[src/rtl/set_camp_pkg.sv]
package set_camp_pkg;

    typedef enum logic [2:0] {
        PH_IDLE   = 3'd0,
        PH_SCAN   = 3'd1,
        PH_SETTLE = 3'd2,
        PH_INJ    = 3'd3,
        PH_CMP    = 3'd4,
        PH_DONE   = 3'd5
    } camp_phase_e;

endpackage

[src/rtl/set_camp_pulse.sv]
// Inject window decode: high for quanta inside [start, start + width),
// truncated at the end of the period by the caller's quantum range.
module set_camp_pulse #(
    parameter int PERIOD_Q = 16,
    parameter int N_WIDTHS = 3,
    parameter int W_MIN    = 2,
    parameter int W_STEP   = 4,
    localparam int TICK_W  = $clog2(PERIOD_Q) + 1,
    localparam int INST_W  = (PERIOD_Q > 1) ? $clog2(PERIOD_Q) : 1,
    localparam int WSEL_W  = (N_WIDTHS > 1) ? $clog2(N_WIDTHS) : 1
) (
    input  logic              active_i,
    input  logic [TICK_W-1:0] quantum_i,
    input  logic [INST_W-1:0] start_q_i,
    input  logic [WSEL_W-1:0] wsel_i,
    output logic              inject_o
);

    logic [31:0] width_val;
    logic [31:0] lo_bound;
    logic [31:0] hi_bound;
    logic [31:0] q_val;

    always_comb begin
        width_val = 32'(W_MIN) + 32'(wsel_i) * 32'(W_STEP);
        lo_bound  = 32'(start_q_i);
        hi_bound  = lo_bound + width_val;
        q_val     = 32'(quantum_i);
        inject_o  = active_i && (q_val >= lo_bound) && (q_val < hi_bound);
    end

endmodule

[src/rtl/set_camp_scan.sv]
// One-hot mask serializer: the first bit shifted ends at the far end of
// the chain, so the one is sent in load cycle N_GATES-1-target.
module set_camp_scan #(
    parameter int N_GATES = 8,
    parameter int TICK_W  = 5,
    localparam int GATE_W = (N_GATES > 1) ? $clog2(N_GATES) : 1
) (
    input  logic              active_i,
    input  logic [TICK_W-1:0] load_cyc_i,
    input  logic [GATE_W-1:0] target_i,
    output logic              scan_en_o,
    output logic              scan_bit_o
);

    logic [31:0] hot_cyc;

    always_comb begin
        hot_cyc    = 32'(N_GATES - 1) - 32'(target_i);
        scan_en_o  = active_i;
        scan_bit_o = active_i && (32'(load_cyc_i) == hot_cyc);
    end

endmodule

[src/rtl/set_camp_err.sv]
// Output capture registers and saturating mismatch counter.
module set_camp_err #(
    parameter int OUT_W = 4,
    parameter int CNT_W = 24
) (
    input  logic             clk,
    input  logic             rst_n,
    input  logic             cap_en_i,
    input  logic             cmp_en_i,
    input  logic [OUT_W-1:0] fault_i,
    input  logic [OUT_W-1:0] gold_i,
    output logic [CNT_W-1:0] count_o
);

    typedef struct packed {
        logic [OUT_W-1:0] cap_fault;
        logic [OUT_W-1:0] cap_gold;
        logic [CNT_W-1:0] count;
    } err_state_t;

    err_state_t st_d, st_q;

    always_comb begin
        st_d = st_q;
        if (cap_en_i) begin
            st_d.cap_fault = fault_i;
            st_d.cap_gold  = gold_i;
        end
        if (cmp_en_i && (st_q.cap_fault != st_q.cap_gold) && (st_q.count != '1)) begin
            st_d.count = st_q.count + CNT_W'(1);
        end
    end

    always_ff @(posedge clk or negedge rst_n) begin
        if (!rst_n) begin
            st_q <= '0;
        end else begin
            st_q <= st_d;
        end
    end

    assign count_o = st_q.count;

endmodule

[src/rtl/set_camp_ctrl.sv]
module set_camp_ctrl
    import set_camp_pkg::*;
#(
    parameter int N_GATES   = 8,
    parameter int PERIOD_Q  = 16,
    parameter int N_WIDTHS  = 3,
    parameter int W_MIN     = 2,
    parameter int W_STEP    = 4,
    parameter int N_VECTORS = 300,
    parameter int VEC_W     = 9,
    parameter int OUT_W     = 4,
    parameter int CNT_W     = 24
) (
    input  logic             clk,
    input  logic             rst_n,
    input  logic             start_i,
    input  logic [OUT_W-1:0] fault_out_i,
    input  logic [OUT_W-1:0] gold_out_i,
    output logic [VEC_W-1:0] vec_o,
    output logic             scan_en_o,
    output logic             scan_bit_o,
    output logic             inject_o,
    output logic [CNT_W-1:0] err_cnt_o,
    output logic             done_o
);

    localparam int SPAN   = (PERIOD_Q > N_GATES) ? PERIOD_Q : N_GATES;
    localparam int TICK_W = $clog2(SPAN) + 1;
    localparam int PTCK_W = $clog2(PERIOD_Q) + 1;
    localparam int GATE_W = (N_GATES > 1) ? $clog2(N_GATES) : 1;
    localparam int VIDX_W = (N_VECTORS > 1) ? $clog2(N_VECTORS) : 1;
    localparam int INST_W = (PERIOD_Q > 1) ? $clog2(PERIOD_Q) : 1;
    localparam int WSEL_W = (N_WIDTHS > 1) ? $clog2(N_WIDTHS) : 1;

    localparam logic [TICK_W-1:0] LAST_SCAN = TICK_W'(N_GATES - 1);
    localparam logic [TICK_W-1:0] LAST_Q    = TICK_W'(PERIOD_Q - 1);
    localparam logic [GATE_W-1:0] LAST_GATE = GATE_W'(N_GATES - 1);
    localparam logic [VIDX_W-1:0] LAST_VEC  = VIDX_W'(N_VECTORS - 1);
    localparam logic [INST_W-1:0] LAST_INST = INST_W'(PERIOD_Q - 1);
    localparam logic [WSEL_W-1:0] LAST_WSEL = WSEL_W'(N_WIDTHS - 1);

    typedef struct packed {
        camp_phase_e       phase;
        logic [TICK_W-1:0] tick;
        logic [GATE_W-1:0] gate;
        logic [VIDX_W-1:0] vidx;
        logic [INST_W-1:0] inst;
        logic [WSEL_W-1:0] wsel;
        logic [VEC_W-1:0]  vec;
    } seq_state_t;

    seq_state_t sq_d, sq_q;

    logic cap_en;
    logic cmp_en;

    // Sequencer: width > target > vector > instant, each instant being
    // settle period, injection period, one compare cycle.
    always_comb begin
        sq_d = sq_q;
        unique case (sq_q.phase)
            PH_IDLE: begin
                if (start_i) begin
                    sq_d.phase = PH_SCAN;
                    sq_d.tick  = '0;
                    sq_d.gate  = '0;
                    sq_d.vidx  = '0;
                    sq_d.inst  = '0;
                    sq_d.wsel  = '0;
                end
            end
            PH_SCAN: begin
                if (sq_q.tick == LAST_SCAN) begin
                    sq_d.phase = PH_SETTLE;
                    sq_d.tick  = '0;
                end else begin
                    sq_d.tick = sq_q.tick + TICK_W'(1);
                end
            end
            PH_SETTLE: begin
                if (sq_q.tick == LAST_Q) begin
                    sq_d.phase = PH_INJ;
                    sq_d.tick  = '0;
                end else begin
                    sq_d.tick = sq_q.tick + TICK_W'(1);
                end
            end
            PH_INJ: begin
                if (sq_q.tick == LAST_Q) begin
                    sq_d.phase = PH_CMP;
                    sq_d.tick  = '0;
                end else begin
                    sq_d.tick = sq_q.tick + TICK_W'(1);
                end
            end
            PH_CMP: begin
                sq_d.tick = '0;
                if (sq_q.inst != LAST_INST) begin
                    sq_d.inst  = sq_q.inst + INST_W'(1);
                    sq_d.phase = PH_SETTLE;
                end else begin
                    sq_d.inst = '0;
                    if (sq_q.vidx != LAST_VEC) begin
                        sq_d.vidx  = sq_q.vidx + VIDX_W'(1);
                        sq_d.phase = PH_SETTLE;
                    end else begin
                        sq_d.vidx = '0;
                        if (sq_q.gate != LAST_GATE) begin
                            sq_d.gate  = sq_q.gate + GATE_W'(1);
                            sq_d.phase = PH_SCAN;
                        end else begin
                            sq_d.gate = '0;
                            if (sq_q.wsel != LAST_WSEL) begin
                                sq_d.wsel  = sq_q.wsel + WSEL_W'(1);
                                sq_d.phase = PH_SCAN;
                            end else begin
                                sq_d.phase = PH_DONE;
                            end
                        end
                    end
                end
            end
            PH_DONE: begin
                sq_d.phase = PH_DONE;
            end
            default: begin
                sq_d.phase = PH_IDLE;
            end
        endcase

        // The input registers take the vector on every entry to settling.
        if ((sq_d.phase == PH_SETTLE) && (sq_q.phase != PH_SETTLE)) begin
            sq_d.vec = VEC_W'(sq_d.vidx);
        end
    end

    always_ff @(posedge clk or negedge rst_n) begin
        if (!rst_n) begin
            sq_q <= '{phase: PH_IDLE, default: '0};
        end else begin
            sq_q <= sq_d;
        end
    end

    assign cap_en = (sq_q.phase == PH_INJ) && (sq_q.tick == LAST_Q);
    assign cmp_en = (sq_q.phase == PH_CMP);

    set_camp_scan #(
        .N_GATES (N_GATES),
        .TICK_W  (TICK_W)
    ) u_scan (
        .active_i   (sq_q.phase == PH_SCAN),
        .load_cyc_i (sq_q.tick),
        .target_i   (sq_q.gate),
        .scan_en_o  (scan_en_o),
        .scan_bit_o (scan_bit_o)
    );

    set_camp_pulse #(
        .PERIOD_Q (PERIOD_Q),
        .N_WIDTHS (N_WIDTHS),
        .W_MIN    (W_MIN),
        .W_STEP   (W_STEP)
    ) u_pulse (
        .active_i  (sq_q.phase == PH_INJ),
        .quantum_i (sq_q.tick[PTCK_W-1:0]),
        .start_q_i (sq_q.inst),
        .wsel_i    (sq_q.wsel),
        .inject_o  (inject_o)
    );

    set_camp_err #(
        .OUT_W (OUT_W),
        .CNT_W (CNT_W)
    ) u_err (
        .clk      (clk),
        .rst_n    (rst_n),
        .cap_en_i (cap_en),
        .cmp_en_i (cmp_en),
        .fault_i  (fault_out_i),
        .gold_i   (gold_out_i),
        .count_o  (err_cnt_o)
    );

    assign vec_o  = sq_q.vec;
    assign done_o = (sq_q.phase == PH_DONE);

endmodule

[config.mk]
export PLATFORM = sky130hd
export DESIGN_NAME = set_camp_ctrl
export DESIGN_NICKNAME = d
export VERILOG_FILES = /design/src/rtl/set_camp_pkg.sv /design/src/rtl/set_camp_pulse.sv /design/src/rtl/set_camp_scan.sv /design/src/rtl/set_camp_err.sv /design/src/rtl/set_camp_ctrl.sv
export SDC_FILE = /design/constraint.sdc
export NUM_CORES = 1
export LEC_CHECK = 0
export BUFFER_PORTS_ARGS = -buffer_cell sky130_fd_sc_hd__buf_2
export CORE_ASPECT_RATIO = 1.5
export CORE_MARGIN = 3
export CORE_UTILIZATION = 30
export CTS_BUF_LIST = sky130_fd_sc_hd__clkbuf_4 sky130_fd_sc_hd__clkbuf_8 sky130_fd_sc_hd__clkbuf_16
export CTS_CLUSTER_SIZE = 28
export DETAILED_ROUTE_END_ITERATION = 8
export PLACE_DENSITY = 0.46
export SLEW_MARGIN = 30
export SYNTH_ARGS = -nofsm -noshare
export SYNTH_HDL_FRONTEND = slang
export SYNTH_SLANG_ARGS = --single-unit
[constraint.sdc]
create_clock -name clk -period 2.2 [get_ports clk]
set_input_delay 0.44 -clock clk [delete_from_list [all_inputs] [get_ports clk]]
set_output_delay 0.44 -clock clk [all_outputs]
set_load 0.005 [all_outputs]
==> run summary <==
Status = complete, but fails checks
Failing checks = setup timing
Max cap viols = 0
Core area = 0.0126 mm2
CTS tree = yes
Clock sink count = 67
Final #Nets = 474
Area grow syn2layout = 19.4%
Post-synth top cells = 67 x dfrtp_1, 38 x nand2_1, 33 x buf_4, 20 x nor2_1, 20 x xor2_1
Max Clock Skew = 8.55 ps
Post-Place Cells = 586
Max Fclk = 380 MHz
Worst-skew pair later-pin latency = 330 ps
Initial Utilization = 31.0%
Slew Limit Fails = 0
Grt total ovfl = 0
Register area share after synthesis = 42.8%
Startpoint types = register
HP Class = primary input to asynchronous set/reset pin
RSZ-0062 raised after global routing = true
Top-count cell post-synth = dfrtp_1
PortBufs = 47
Power Density = 574 mW/mm2
Number of flops mapped to enable cells by yosys = 0
Clk root buf = clkbuf_16
HPWL Detailed = 6600 um
Dominant synthesized flop cell = dfrtp_1
Yosys top cell by area = dfrtp_1
Initial antenna violation count = 0
Vias per cell = 4.86
Final ANT Viol Nets = 0
Hold Vio Cnt, Final = 0
Syn_nets = 420
GRT Total Usage = 13.0%
Lkg Pwr = 2.14 nW
Final worst slack = -431 ps
Cell count after synthesis = 389
First-iteration detailed-routing DRC count = 124
Clk slew on worst S/H paths = 60 ps
Rows = 50
Crit Path Class = register to primary output
Routed Wire Length = 8900 um
Worst R2R Path Depth = 5
Library cells used by synthesis = 58
Height of the die = 146 um
Top cell type's share of synthesized area = 42.8%
Synth warn = 0
Tmin final = 2630 ps
CTS Hold Buffers Added = 0
Final GP Congestion = 0.784
Number of global-route vias before repair = 3041
Tcrit/Tclk final = 120%
Syn_area_per_cell = 10.1 um2
Final std cells w/o fill = 604
Die Area = 0.0145 mm2
Dpl ws = -125 ps
Crit path required time = 1760 ps
Final setup fails = 1
H-tree depth = 3
Drc violations = 0
ANT cells = 0
Worst-margin pin slew = 610 ps
#FFs+latches synth = 67
Asr flop ratio synth = 100%
Max FO, Critical Path = 2
Number of CTS-inserted buffers = 9
Critical Path End Type = primary output
Via count = 2938
CTS Buffer Depth = 2
Critical path arrival = 2190 ps
Global-route wire length before repair = 15200 um
Share of cells above drive strength 1 = 28.6%
Slew headroom = 58.8%
DR pass1 iterations = 4
Largest cells by area after synthesis = dfrtp_1 43%, buf_4 6.3%, ha_1 6.1%
Die Wd = 99.3 um
Mapped cell area = 0.00392 mm2
Ports = 48
Peak VDD IR = 0.360 mV
Largest net degree at the start of global routing = 68
WL/cell = 14.7 um
timing repair:
action,in CTS,in global routing
resized for setup,3,3
setup buffers,1,1
pin swaps,2,2
setup endpoints to repair,1,10
path summary, 6_finish.rpt:
check                                    from                 to  slack, ps
worst min register to register       vec_o[6]           vec_o[6]        480
worst max-delay path                  sq_q[9]           inject_o       -430
worst min-delay path                    rst_n           vec_o[8]        100
max in group asynchronous               rst_n           vec_o[7]       1740
worst max register to register       sq_q[33]  u_err.count_o[23]        130
min in group clk                gold_out_i[3]     u_err.st_q[27]        340
logic make-up (layout without fill, tap and decap cells):
kind of cell | count (synthesis) | after routing | synth area share [%]
adders and majority gates | 20 | 20 | 6.58
DFF | 67 | 67 | 42.8
buffers and inverters | 57 | 116 | 8.94
AOI/OAI and AO/OA | 60 | 60 | 10.4
muxes | 20 | 20 | 5.75
and+or+nand+nor | 132 | 132 | 18.2
xor gates and xnor gates | 33 | 33 | 7.37
worst max-delay path: stages (launching register included):
cell and delay, ps:
dfrtp_1 400, buf_6 130, ha_1 260, a21o_1 100, a21oi_1 60, ha_1 180
or4_4 410, a221oi_2 170, buf_2 150
layout by cell type (no fill, tap or decap), types with 4 or more instances in the layout:
cell	count
nor2_1	20
xor2_1	20
o21ai_1	7
nand2_1	38
buf_2	47
buf_4	34
nand2b_1	7
nand4_1	10
mux2_1	9
nand3_1	14
mux2_2	11
xnor2_1	13
o21ai_0	16
a21o_1	4
inv_1	15
ha_1	19
clkbuf_16	9
a21oi_1	10
dfrtp_1	67
nor3_1	10
metal layers:
metal | wire (um) | track usage [%]
met1 | 3730 | 15.1
met2 | 4600 | 22.6
met3 | 412 | 3.65
met4 | 154 | 4.51
met5 | 0 | 0
state kept, by name, summed over array words and instances (netlist names):
name,count
sq_q,26
u_err.count_o,24
vec_o,9
u_err.st_q,8
report_power, final:
part | internal, W | total [W] | switching, W
combinational | 0.0000204 | 0.0000571 | 0.0000367
clock | 0.000828 | 0.00139 | 0.000558
sequential | 0.00124 | 0.00124 | 0.00000473
metrics by stage:
step,cell area (um2),power (W),TNS [ps],util (%),hold WS (ps)
2_1_floorplan,3930,0.00128,0,-,144
3_3_place_gp,4350,0.00133,-128,34.5,470
3_5_place_dp,4350,0.00133,-125,34.5,480
4_1_cts,4660,0.00274,-464,36.9,143
5_1_grt,4680,0.00279,-554,37.0,164
6_report,4680,0.00269,-431,37.0,103
cell type report:
cell class	instances	area, um2
timing repair buffer	84	542
clock buffer	11	253
clock inverter	5	35.0
multi-input combinational	265	1920
sequential	67	1680
tap	156	195
fill	1312	7960
inverter	16	60.1
(Power assumes the default switching activity.)
